===== config.mk =====
export PLATFORM = sky130hd
export DESIGN_NAME = vrow_timing
export DESIGN_NICKNAME = d
export VERILOG_FILES = /design/src/rtl/vrow_pkg.sv /design/src/rtl/vrow_count.sv /design/src/rtl/vrow_border.sv /design/src/rtl/vrow_timing.sv
export SDC_FILE = /design/constraint.sdc
export NUM_CORES = 1
export LEC_CHECK = 0
export BUFFER_PORTS_ARGS = -buffer_cell sky130_fd_sc_hd__clkbuf_2
export CORE_MARGIN = 1.5
export CORE_UTILIZATION = 30
export DETAILED_ROUTE_END_ITERATION = 8
export PLACE_DENSITY = 0.53
export SETUP_SLACK_MARGIN = 0.02
export SYNTH_ARGS = -nofsm -noshare
export SYNTH_HDL_FRONTEND = slang
export SYNTH_HIERARCHICAL = 1
export SYNTH_SLANG_ARGS = --single-unit
export TNS_END_PERCENT = 5

===== constraint.sdc =====
create_clock -name clk -period 4.15 [get_ports clk]
set_input_delay 0.2075 -clock clk [delete_from_list [all_inputs] [get_ports clk]]
set_output_delay 0.2075 -clock clk [all_outputs]
set_load 0.01 [all_outputs]

===== src/rtl/vrow_pkg.sv =====
package vrow_pkg;

  localparam int VAR_W = 3;

  // Per-variant behaviour switches
  typedef struct packed {
    logic cmp_live;     // border compare follows cfg_vdisp continuously
    logic zero_blank;   // displayed-rows value of 0 blanks at once
    logic step_entry;   // row steps once when adjust scanlines begin
    logic own_adj_ctr;  // adjust scanlines counted by a dedicated counter
  } vflags_t;

  function automatic vflags_t decode_variant(input logic [VAR_W-1:0] v);
    vflags_t f;
    case (v)
      3'd1:    f = '{cmp_live: 1'b1, zero_blank: 1'b1, step_entry: 1'b1, own_adj_ctr: 1'b1};
      3'd2:    f = '{cmp_live: 1'b1, zero_blank: 1'b0, step_entry: 1'b1, own_adj_ctr: 1'b1};
      3'd3,
      3'd4:    f = '{cmp_live: 1'b0, zero_blank: 1'b0, step_entry: 1'b0, own_adj_ctr: 1'b0};
      default: f = '{cmp_live: 1'b1, zero_blank: 1'b0, step_entry: 1'b1, own_adj_ctr: 1'b0};
    endcase
    return f;
  endfunction

endpackage


===== src/rtl/vrow_count.sv =====
module vrow_count #(
  parameter int ROW_W = 7,
  parameter int RAS_W = 5
) (
  input  logic             clk,
  input  logic             rst_n,
  input  logic             line_end,
  input  logic [ROW_W-1:0] vtotal,
  input  logic [RAS_W-1:0] maxras,
  input  logic [RAS_W-1:0] adj_lines,
  input  logic             step_entry,
  input  logic             own_adj_ctr,
  output logic [ROW_W-1:0] row,
  output logic [RAS_W-1:0] ras,
  output logic [ROW_W-1:0] next_row,
  output logic             row_start,
  output logic             restart,
  output logic             frame_start
);

  localparam int ACW = RAS_W + 1;

  logic [ROW_W-1:0] row_q, row_n;
  logic [RAS_W-1:0] ras_q, ras_n;
  logic [RAS_W-1:0] adjc_q, adjc_n;
  logic             adj_q, adj_n;
  logic             fs_q;

  logic             ras_wrap, last_row, adj_zero, adj_done, enter_adj;
  logic [RAS_W-1:0] adj_idx;

  assign ras_wrap = (ras_q == maxras);
  assign last_row = (row_q == vtotal);
  assign adj_zero = (adj_lines == '0);
  assign adj_idx  = own_adj_ctr ? adjc_q : ras_q;
  // Compare with one extra bit so a shrinking adjust length still ends the phase
  assign adj_done = ({1'b0, adj_idx} + ACW'(1)) >= {1'b0, adj_lines};

  assign restart   = line_end && (adj_q ? adj_done : (ras_wrap && last_row && adj_zero));
  assign enter_adj = line_end && !adj_q && ras_wrap && last_row && !adj_zero;
  assign row_start = restart || (line_end && !adj_q && ras_wrap && !last_row);

  always_comb begin
    row_n  = row_q;
    ras_n  = ras_q;
    adjc_n = adjc_q;
    adj_n  = adj_q;
    if (restart) begin
      row_n  = '0;
      ras_n  = '0;
      adjc_n = '0;
      adj_n  = 1'b0;
    end else if (line_end) begin
      if (!adj_q) begin
        if (ras_wrap) begin
          ras_n = '0;
          if (enter_adj) begin
            adj_n  = 1'b1;
            adjc_n = '0;
            if (step_entry) row_n = row_q + ROW_W'(1);
          end else begin
            row_n = row_q + ROW_W'(1);
          end
        end else begin
          ras_n = ras_q + RAS_W'(1);
        end
      end else if (own_adj_ctr) begin
        adjc_n = adjc_q + RAS_W'(1);
        if (ras_wrap) begin
          ras_n = '0;
          row_n = row_q + ROW_W'(1);
        end else begin
          ras_n = ras_q + RAS_W'(1);
        end
      end else begin
        ras_n = ras_q + RAS_W'(1);
      end
    end
  end

  always_ff @(posedge clk or negedge rst_n) begin
    if (!rst_n) begin
      row_q  <= '0;
      ras_q  <= '0;
      adjc_q <= '0;
      adj_q  <= 1'b0;
      fs_q   <= 1'b0;
    end else begin
      row_q  <= row_n;
      ras_q  <= ras_n;
      adjc_q <= adjc_n;
      adj_q  <= adj_n;
      fs_q   <= restart;
    end
  end

  assign row         = row_q;
  assign ras         = ras_q;
  assign next_row    = row_n;
  assign frame_start = fs_q;

endmodule


===== src/rtl/vrow_border.sv =====
module vrow_border #(
  parameter int ROW_W = 7
) (
  input  logic             clk,
  input  logic             rst_n,
  input  logic             cmp_live,
  input  logic             zero_blank,
  input  logic [ROW_W-1:0] row,
  input  logic [ROW_W-1:0] next_row,
  input  logic             row_start,
  input  logic             restart,
  input  logic [ROW_W-1:0] vdisp,
  output logic             vborder
);

  logic bdr_q;
  logic hit_now;

  // Live compare: current row against the setting as it stands this cycle
  assign hit_now = cmp_live && ((row == vdisp) || (zero_blank && (vdisp == '0)));

  always_ff @(posedge clk or negedge rst_n) begin
    if (!rst_n) begin
      bdr_q <= 1'b0;
    end else if (cmp_live) begin
      if (restart)      bdr_q <= 1'b0;
      else if (hit_now) bdr_q <= 1'b1;
    end else if (row_start) begin
      // Sampled compare: only the row about to begin is tested
      bdr_q <= (bdr_q && !restart) || (next_row == vdisp);
    end
  end

  assign vborder = bdr_q || hit_now;

endmodule


===== src/rtl/vrow_timing.sv =====
module vrow_timing #(
  parameter int ROW_W = 7,
  parameter int RAS_W = 5
) (
  input  logic                      clk,
  input  logic                      rst_n,
  input  logic                      line_end,
  input  logic [ROW_W-1:0]          cfg_vtotal,
  input  logic [RAS_W-1:0]          cfg_adjust,
  input  logic [ROW_W-1:0]          cfg_vdisp,
  input  logic [RAS_W-1:0]          cfg_maxras,
  input  logic [vrow_pkg::VAR_W-1:0] variant,
  output logic [ROW_W-1:0]          row,
  output logic [RAS_W-1:0]          ras,
  output logic                      vborder,
  output logic                      frame_start
);

  import vrow_pkg::*;

  vflags_t          fl;
  logic [ROW_W-1:0] nxt_row;
  logic             row_start, restart;

  assign fl = decode_variant(variant);

  vrow_count #(.ROW_W(ROW_W), .RAS_W(RAS_W)) u_count (
    .clk         (clk),
    .rst_n       (rst_n),
    .line_end    (line_end),
    .vtotal      (cfg_vtotal),
    .maxras      (cfg_maxras),
    .adj_lines   (cfg_adjust),
    .step_entry  (fl.step_entry),
    .own_adj_ctr (fl.own_adj_ctr),
    .row         (row),
    .ras         (ras),
    .next_row    (nxt_row),
    .row_start   (row_start),
    .restart     (restart),
    .frame_start (frame_start)
  );

  vrow_border #(.ROW_W(ROW_W)) u_border (
    .clk        (clk),
    .rst_n      (rst_n),
    .cmp_live   (fl.cmp_live),
    .zero_blank (fl.zero_blank),
    .row        (row),
    .next_row   (nxt_row),
    .row_start  (row_start),
    .restart    (restart),
    .vdisp      (cfg_vdisp),
    .vborder    (vborder)
  );

endmodule


# Yosys cells after proc, flatten, opt, wreduce, memory -nomap -nowiden
# Cells that the tools add are included.
[classes]
n_addsub = 4
n_lt_le_gt_ge = 1
eq_ne = 10
mux = 31
n_reduce_logical = 28
[ops]
columns = ["cell", "n"]
rows = [
  ["5-bit 2-to-1 mux", 12],
  ["7-bit 2-to-1 mux", 8],
  ["7-bit == test", 3],
  ["4-bit one-hot mux with 3 select lines", 1],
  ["1-bit logical AND", 11],
  ["5-bit by 1-bit adder with 5-bit output (second input constant)", 2],
  ["1-bit 2-to-1 mux", 10],
  ["7-bit by 1-bit adder with 7-bit output (second input constant)", 1],
  ["7-bit zero test", 1],
  ["5-bit by 1-bit adder with 6-bit output (second input constant)", 1],
  ["3-bit by 2-bit == test with 1-bit output (second input constant)", 2],
  ["6-bit by 5-bit >= comparator with 1-bit output", 1],
  ["3-bit nonzero test", 2],
  ["5-bit == test", 1],
  ["5-bit zero test", 1],
  ["1-bit zero test", 4],
  ["1-bit logical OR", 4],
  ["4-bit AND reduction", 1],
  ["2-bit nonzero test", 2],
  ["3-bit by 1-bit == test with 1-bit output (second input constant)", 1],
  ["3-bit == test (second input constant)", 1],
  ["3-bit by 1-bit != test with 1-bit output (second input constant)", 1],
  ["3-bit by 2-bit != test with 1-bit output (second input constant)", 1],
  ["2-bit AND reduction", 1],
  ["2-bit OR reduction", 1],
]
[totals]
regBits = 20
inputBits = 30
out_inout_bits = 14
word_cells = 80

# Longest topological paths before layout
# Gate-level depths: netlist of run 1.
[depth]
depth_word = 14
depth_mapped = 20
mapped_depth_nobuf = 18

# By module
# The synthesis of run 1 kept the hierarchy.
[modules_own_cells]
columns = ["mod", "n_inst", "cells_each", "area_each_um2", "seq_area_each_um2"]
rows = [
  ["vrow_count", 1, 166, 1486.4, 475.5],
  ["vrow_border", 1, 29, 242.7, 25.0],
  ["vrow_timing", 1, 6, 37.5, 0.0],
]

# Worst setup path after synthesis of run 1
# OpenSTA, ideal clock, no wires.
[synth_timing]
path_kind = "input port to flip-flop"
start = "input variant[1] (netlist name)"
end = "register u_border.bdr_q"
setup_time_ns = 0.128
arrival_time_ns = 3.709
required_ns = 4.022
setup_slack_ns = 0.313
stages = 18
n_path_buf = 2
path_cell_list = "xnor2_1 nor2_1 buf_1 mux2_2 ha_1 xnor2_1 ha_1 o21a_1 o21ai_0 a21oi_1 o41ai_4 buf_2 nand3_1 o32ai_1 xor2_1 nor4_1 a21oi_1 o31ai_2"
[synth_rtl]
columns = ["element", "line_no", "rtl"]
rows = [
  ["start: declaration", "vrow_timing.sv:12", "input logic [vrow_pkg::VAR_W-1:0] variant,"],
  ["end signal: assignment", "vrow_border.sv:30", "bdr_q <= (bdr_q && !restart) || (next_row == vdisp);"],
  ["end: declaration", "vrow_border.sv:16", "logic bdr_q;"],
]

==> results of run 1 <==
## through the flow
step                setup WS (ps)  cells  power, mW  hold slack (ps)
detailed placement            219    309      0.716              227
finish                        513    313      0.843              388
global route                  222    313      0.924              437
floorplan                     313    201      0.598            -88.1
global placement              314    309      0.715              215
CTS                           503    313      0.852              388
## critical path: stages
cell,delay (ps)
clkbuf_2,110
xnor2_1,120
nor2_1,250
mux2_2,390
ha_1,220
nand3_1,100
xnor2_1,120
nor2_1,50
a21oi_1,140
ha_1,250
o21ai_0,70
a21oi_1,80
o41ai_4,320
buf_4,240
nand3_1,90
o32ai_1,440
xor2_1,110
nor4_1,270
a21oi_1,130
o31ai_2,70
## cell usage in the layout (no fill, tap or decap), types with 6 or more instances in the layout
master and instances:
nor3_1 7, nand2_1 6, nor2_1 18, ha_1 9, dfrtp_1 20, clkbuf_2 43
xor2_1 27, nand3_1 14, a21oi_1 6, inv_1 9, xnor2_1 13, nor4_1 6
## logic make-up (layout without fill, tap and decap cells)
logic type | Yosys count | count (layout) | share of synthesized area (%)
AO/OA/AOI/OAI | 35 | 35 | 15.7
XOR/XNOR | 40 | 40 | 19.8
adder cells (fa/ha/maj) | 9 | 9 | 6.37
buffers and inverters | 20 | 60 | 4.89
flip-flops | 20 | 20 | 28.3
multiplexers | 4 | 4 | 2.48
AND/OR/NAND/NOR | 73 | 73 | 22.5
## flip-flops by register name (all words and copies together) (netlist names)
name / flops
u_count/ras: 5
u_count/frame_start: 1
u_border/bdr_q: 1
u_count/adj_q: 1
u_count/row: 7
u_count/adjc_q: 5
## final cells by class
| cell class | instances | share of cell area, % |
|---|---|---|
| multi-input cells | 161 | 56.3 |
| inverters | 10 | 1.79 |
| flip-flops and latches | 20 | 23.9 |
| well taps | 72 | 4.30 |
| clock buffers | 3 | 1.97 |
| repair buffers | 47 | 11.8 |
## timing repair
action | 4_1_cts | 5_1_grt
endpoints found under the hold margin | 20 | 0
setup endpoints to repair | 0 | 0
setup buffers | 0 | 0
hold buffers | 1 | 0
## power by group through the flow
stage / combinational, mW / clock (mW) / sequential (mW)
2_1_floorplan: 0.292 / 0 / 0.306
5_1_grt: 0.432 / 0.144 / 0.347
3_5_place_dp: 0.376 / 0 / 0.340
4_1_cts: 0.379 / 0.137 / 0.336
6_report: 0.377 / 0.132 / 0.335
3_3_place_gp: 0.374 / 0 / 0.341
## layer usage
metal  track usage, %  routed length (um)  part of all wire (%)
met3             2.74                 191                   4.3
met2             25.4                2030                    46
met5                0                   0                     0
met1             19.2                2130                    48
met4             2.76                  56                   1.3
## worst paths after layout
kind                              startpoint           endpoint  slack, ps
max                               variant[1]     u_border/bdr_q        510
min reg2reg                u_count/adjc_q[4]  u_count/adjc_q[4]        600
max reg2reg                   u_count/ras[1]     u_border/bdr_q        530
min in group asynchronous              rst_n     u_count/row[2]        460
min                               variant[2]     u_border/bdr_q        390
max in group asynchronous              rst_n  u_count/adjc_q[2]       3340
==> results.ini, run 1 <==
[logic_synthesis]
yosysTopAreaCell=dfrtp_1
synth_seq_cells=20
syn_avg_cell_area_um2=8.79
ys_warn_count=6
ys_async_sr_fraction_pct=100
synth-main-ff-cell=dfrtp_1
synth_enable_flop_cells=0
synth_seq_area_share_pct=28.3
synthCells=201
synth.distinct_cells=48
netlist_area_um2=1770
yosysMostFrequentCell=xor2_1
syn_nets=240
yosys-top-cells-count=27 x xor2_1, 20 x dfrtp_1, 18 x nor2_1
yosysTopAreaCellShare_pct=28.3
synth_area_leaders=dfrtp_1 28%, xor2_1 13%, xnor2_1 6.4%, ha_1 6.4%, nand3_1 4.0%

[placed_design]
place_congestion=0.843
hpwlAfterDp_um=3400
port_buffers=43
post_dp_cell_area_um2=2050

[die]
io_pins=44
start_util_pct=31.5
std_cell_rows=27
die_h_um=79.7
die-area_um2=6360
die_width_um=79.7
core_area_um2=5610

[clock_network]
cts_tree=yes
path_clk_slew_ps=80
numCtsBuffers=3
root_buffer=clkbuf_8
cts_max_level=1
clock-sinks=20
post_cts_resized=0
insertion_delay_ps=260
clock_path_buffers=2

[timing]
worstMarginPinSlew_ps=540
setup_tns_ps=0
setup_viol=0
period_needed_ps=3640
finalCritPeriodShare_pct=87.6
slew_violations=0
slew_headroom_pct=64.0
clock_skew_ps=1.17
hold_viol=0
rsz0062_at_grt=false
fmax_ghz=0.275

[power]
swShare_pct=42.0
sequentialPowerShare_pct=39.7
p_sw_mw=0.354
clkPwrFrac_pct=15.6
total_leakage_power_nw=0.971
p_int_mw=0.489
power_frac_comb_pct=44.7
power.density_nw_per_um2=402
max-vdd-ir-drop_mv=0.181

[setup_path]
reg2reg_depth=17
worstSetupStartpointType=input pin
end_kind=flop
crit_type=input pin to flop
cp_data_arrival_time_ps=3810
worstPathRequired_ps=4320
critPathMaxFanout=13

[global_route]
grt_start_max_net_pins=23
grt_pass1_vias=1534
overflow=0
grt_pass1_wl_um=7330
antenna_found_initial=0
grt_util_all_layers_pct=14.7

[outcome]
status=complete, no violations

[route]
vias=1616
dr.pass1.iters=4
ant_nets=0
avgRoutedWirePerCell_um=14.1
viasPerCell=5.16
drc=0
drt_wl_total_um=4410
dr.first_iter.drc_count=76

[final_layout]
finalNetCount=282
antenna_cells=0
fin_area_um2=2100
post-route-util_pct=37.4
drive_above_1_share_pct=25.7
final-seq-area_um2=500
area_delta_synth_final_pct=18.7
multi_input_area_um2=1180
nFillCells=611

[run]
drv_cap=0

[worst_hold_path]
hold_depth=4
hold_class=input pin to flop

No activity file was read; power rests on OpenSTA's default activity.
==> run 2: changes to the inputs <==
--- a/config.mk
+++ b/config.mk
@@ -9,5 +9,5 @@
 export CORE_MARGIN = 1.5
-export CORE_UTILIZATION = 30
+export CORE_UTILIZATION = 40
 export DETAILED_ROUTE_END_ITERATION = 8
-export PLACE_DENSITY = 0.53
+export PLACE_DENSITY = 0.66
 export SETUP_SLACK_MARGIN = 0.02
--- a/constraint.sdc
+++ b/constraint.sdc
@@ -3,2 +3,2 @@
 set_output_delay 0.2075 -clock clk [all_outputs]
-set_load 0.01 [all_outputs]
+set_load 0.1 [all_outputs]
==> run 2 against run 1 <==
Clock skew is 2.3 ps higher. Critical path depth is 3 lower. Via count is 0.99% lower. Global-route usage is 3.2 points higher. Maximum frequency is 2.8% lower. Cell count is 7.0% lower. Worst hold slack worse by 5.5 ps. Final area is 1.3% lower. First-iteration DRC count is 18% higher. Count of clock-buffer cells in the layout stayed put. Non-clock buffer count stayed put. Combinational power is 63% higher.
==> results.ini, run 2 (synthesized netlist as in run 1, its figures left out) <==
[outcome]
status=complete, no violations

[clock_network]
root_buffer=clkbuf_8
numCtsBuffers=3
clock_path_buffers=2
path_clk_slew_ps=70
clock-sinks=20
post_cts_resized=0
insertion_delay_ps=260
cts_max_level=1
cts_setup_buffers=0
cts_tree=yes

[global_route]
grt_start_max_net_pins=23
grt_pass1_vias=1551
overflow=0
antenna_found_initial=0
grt_pass1_wl_um=7140
grt_util_all_layers_pct=17.9

[power]
sequentialPowerShare_pct=30.8
power_frac_comb_pct=57.3
p_int_mw=0.493
max-vdd-ir-drop_mv=0.333
total_leakage_power_nw=0.971
swShare_pct=53.9
power.density_nw_per_um2=517
clkPwrFrac_pct=11.9
p_sw_mw=0.576

[timing]
rsz0062_at_grt=false
period_needed_ps=3740
setup_viol=0
hold_viol=0
slew_headroom_pct=58.7
slew_violations=0
clock_skew_ps=3.44
finalCritPeriodShare_pct=90.1
setup_tns_ps=0
fmax_ghz=0.267
worstMarginPinSlew_ps=617

[route]
ant_nets=0
drc=0
viasPerCell=5.50
dr.first_iter.drc_count=90
drt_wl_total_um=4180
vias=1600
dr.pass1.iters=4
avgRoutedWirePerCell_um=14.4

[final_layout]
drive_above_1_share_pct=25.7
finalNetCount=282
final_common_cell=clkbuf_2
final_cells=291
post-route-util_pct=50.3
area_delta_synth_final_pct=17.1
final_cell_mix=43 x clkbuf_2, 27 x xor2_1, 20 x dfrtp_1
antenna_cells=0
largest_reg_flops=7

[setup_path]
slowest_delay_ps=520
worstPathRequired_ps=4290
cp_data_arrival_time_ps=3880
slowest_stage=o41ai_4
worstSetupStartpointType=input pin
critPathMaxFanout=9
crit_type=input pin to flop
crit_chain=clkbuf_2, xnor2_1, nor2_1, mux2_2, ha_1, xnor2_1, ha_1, o21a_1, o21ai_0, a21oi_1, o41ai_4, nand3_1, o32ai_1, xor2_1, nor4_1, a21oi_1, o31ai_2
end_kind=flop

[die]
die_h_um=69.5
die_width_um=69.5
std_cell_rows=23
core_area_um2=4120
io_pins=44
die-area_um2=4820
start_util_pct=42.9

[placed_design]
port_buffers=43
dp.cells=287
hpwlAfterDp_um=3260
place_congestion=0.833

[worst_hold_path]
hold_class=input pin to flop

[run]
drv_cap=0

run 2: cell counts in the layout (fill, tap and decap cells not counted):
Identical to the previous run, type by type.
run 2: power groups by stage:
| stage | logic [mW] | clock network [mW] | registers, mW |
|---|---|---|---|
| 3_5_place_dp | 0.613 | 0 | 0.332 |
| 2_1_floorplan | 0.316 | 0 | 0.501 |
| 3_3_place_gp | 0.609 | 0 | 0.330 |
| 5_1_grt | 0.667 | 0.143 | 0.338 |
| 4_1_cts | 0.616 | 0.133 | 0.328 |
| 6_report | 0.613 | 0.128 | 0.329 |
run 2: layout make-up:
cell class | instances | area (um2)
well taps | 50 | 62.6
multi-input cells | 161 | 1180
fillers | 421 | 2050
clock buffers | 3 | 41.3
repair buffers | 47 | 248
flip-flops and latches | 20 | 500
inverters | 10 | 37.5
run 2: final timing paths:
check,from,end,slack (ps),cells past startpoint
max reg2reg,u_count/ras[0],u_border/bdr_q,550,14
min,variant[2],u_border/bdr_q,380,4
max,variant[1],u_border/bdr_q,410,17
min in group asynchronous,rst_n,u_count/row[1],440,2
max in group asynchronous,rst_n,u_count/adjc_q[0],3360,2
min reg2reg,u_count/adjc_q[1],u_count/adjc_q[1],620,2
run 2: stage by stage:
step / setup WS [ps] / cell area [um2] / power [mW] / hold slack (ps)
3_5_place_dp: 74.6 / 2020 / 0.945 / 204
5_1_grt: 97.1 / 2070 / 1.15 / 408
3_3_place_gp: 148 / 2020 / 0.939 / 204
2_1_floorplan: 150 / 1770 / 0.817 / -88.1
6_report: 409 / 2070 / 1.07 / 382
4_1_cts: 340 / 2070 / 1.08 / 383
run 2: repair_timing:
item / CTS / global route
endpoints found under the hold margin: 20 / 0
hold buffers: 1 / 0
setup endpoints to repair: 0 / 1
run 2: critical path, delay by kind of cell:
kind / cells / cell delay, ps
AOI/OAI and AO/OA: 7 / 1650
and+or+nand+nor: 3 / 560
adders and majority gates: 2 / 480
buffers and inverters: 1 / 110
xor gates and xnor gates: 3 / 480
muxes: 1 / 390
run 2: per-layer routing:
| metal | GRT usage, % | vias to the layer above | share of wire (%) |
|---|---|---|---|
| met3 | 2.47 | 4 | 4.5 |
| met4 | 4.36 | 0 | 0.69 |
| met5 | 0 | - | 0 |
| li1 | - | 805 | - |
| met1 | 24.2 | 747 | 49 |
| met2 | 30.1 | 44 | 46 |
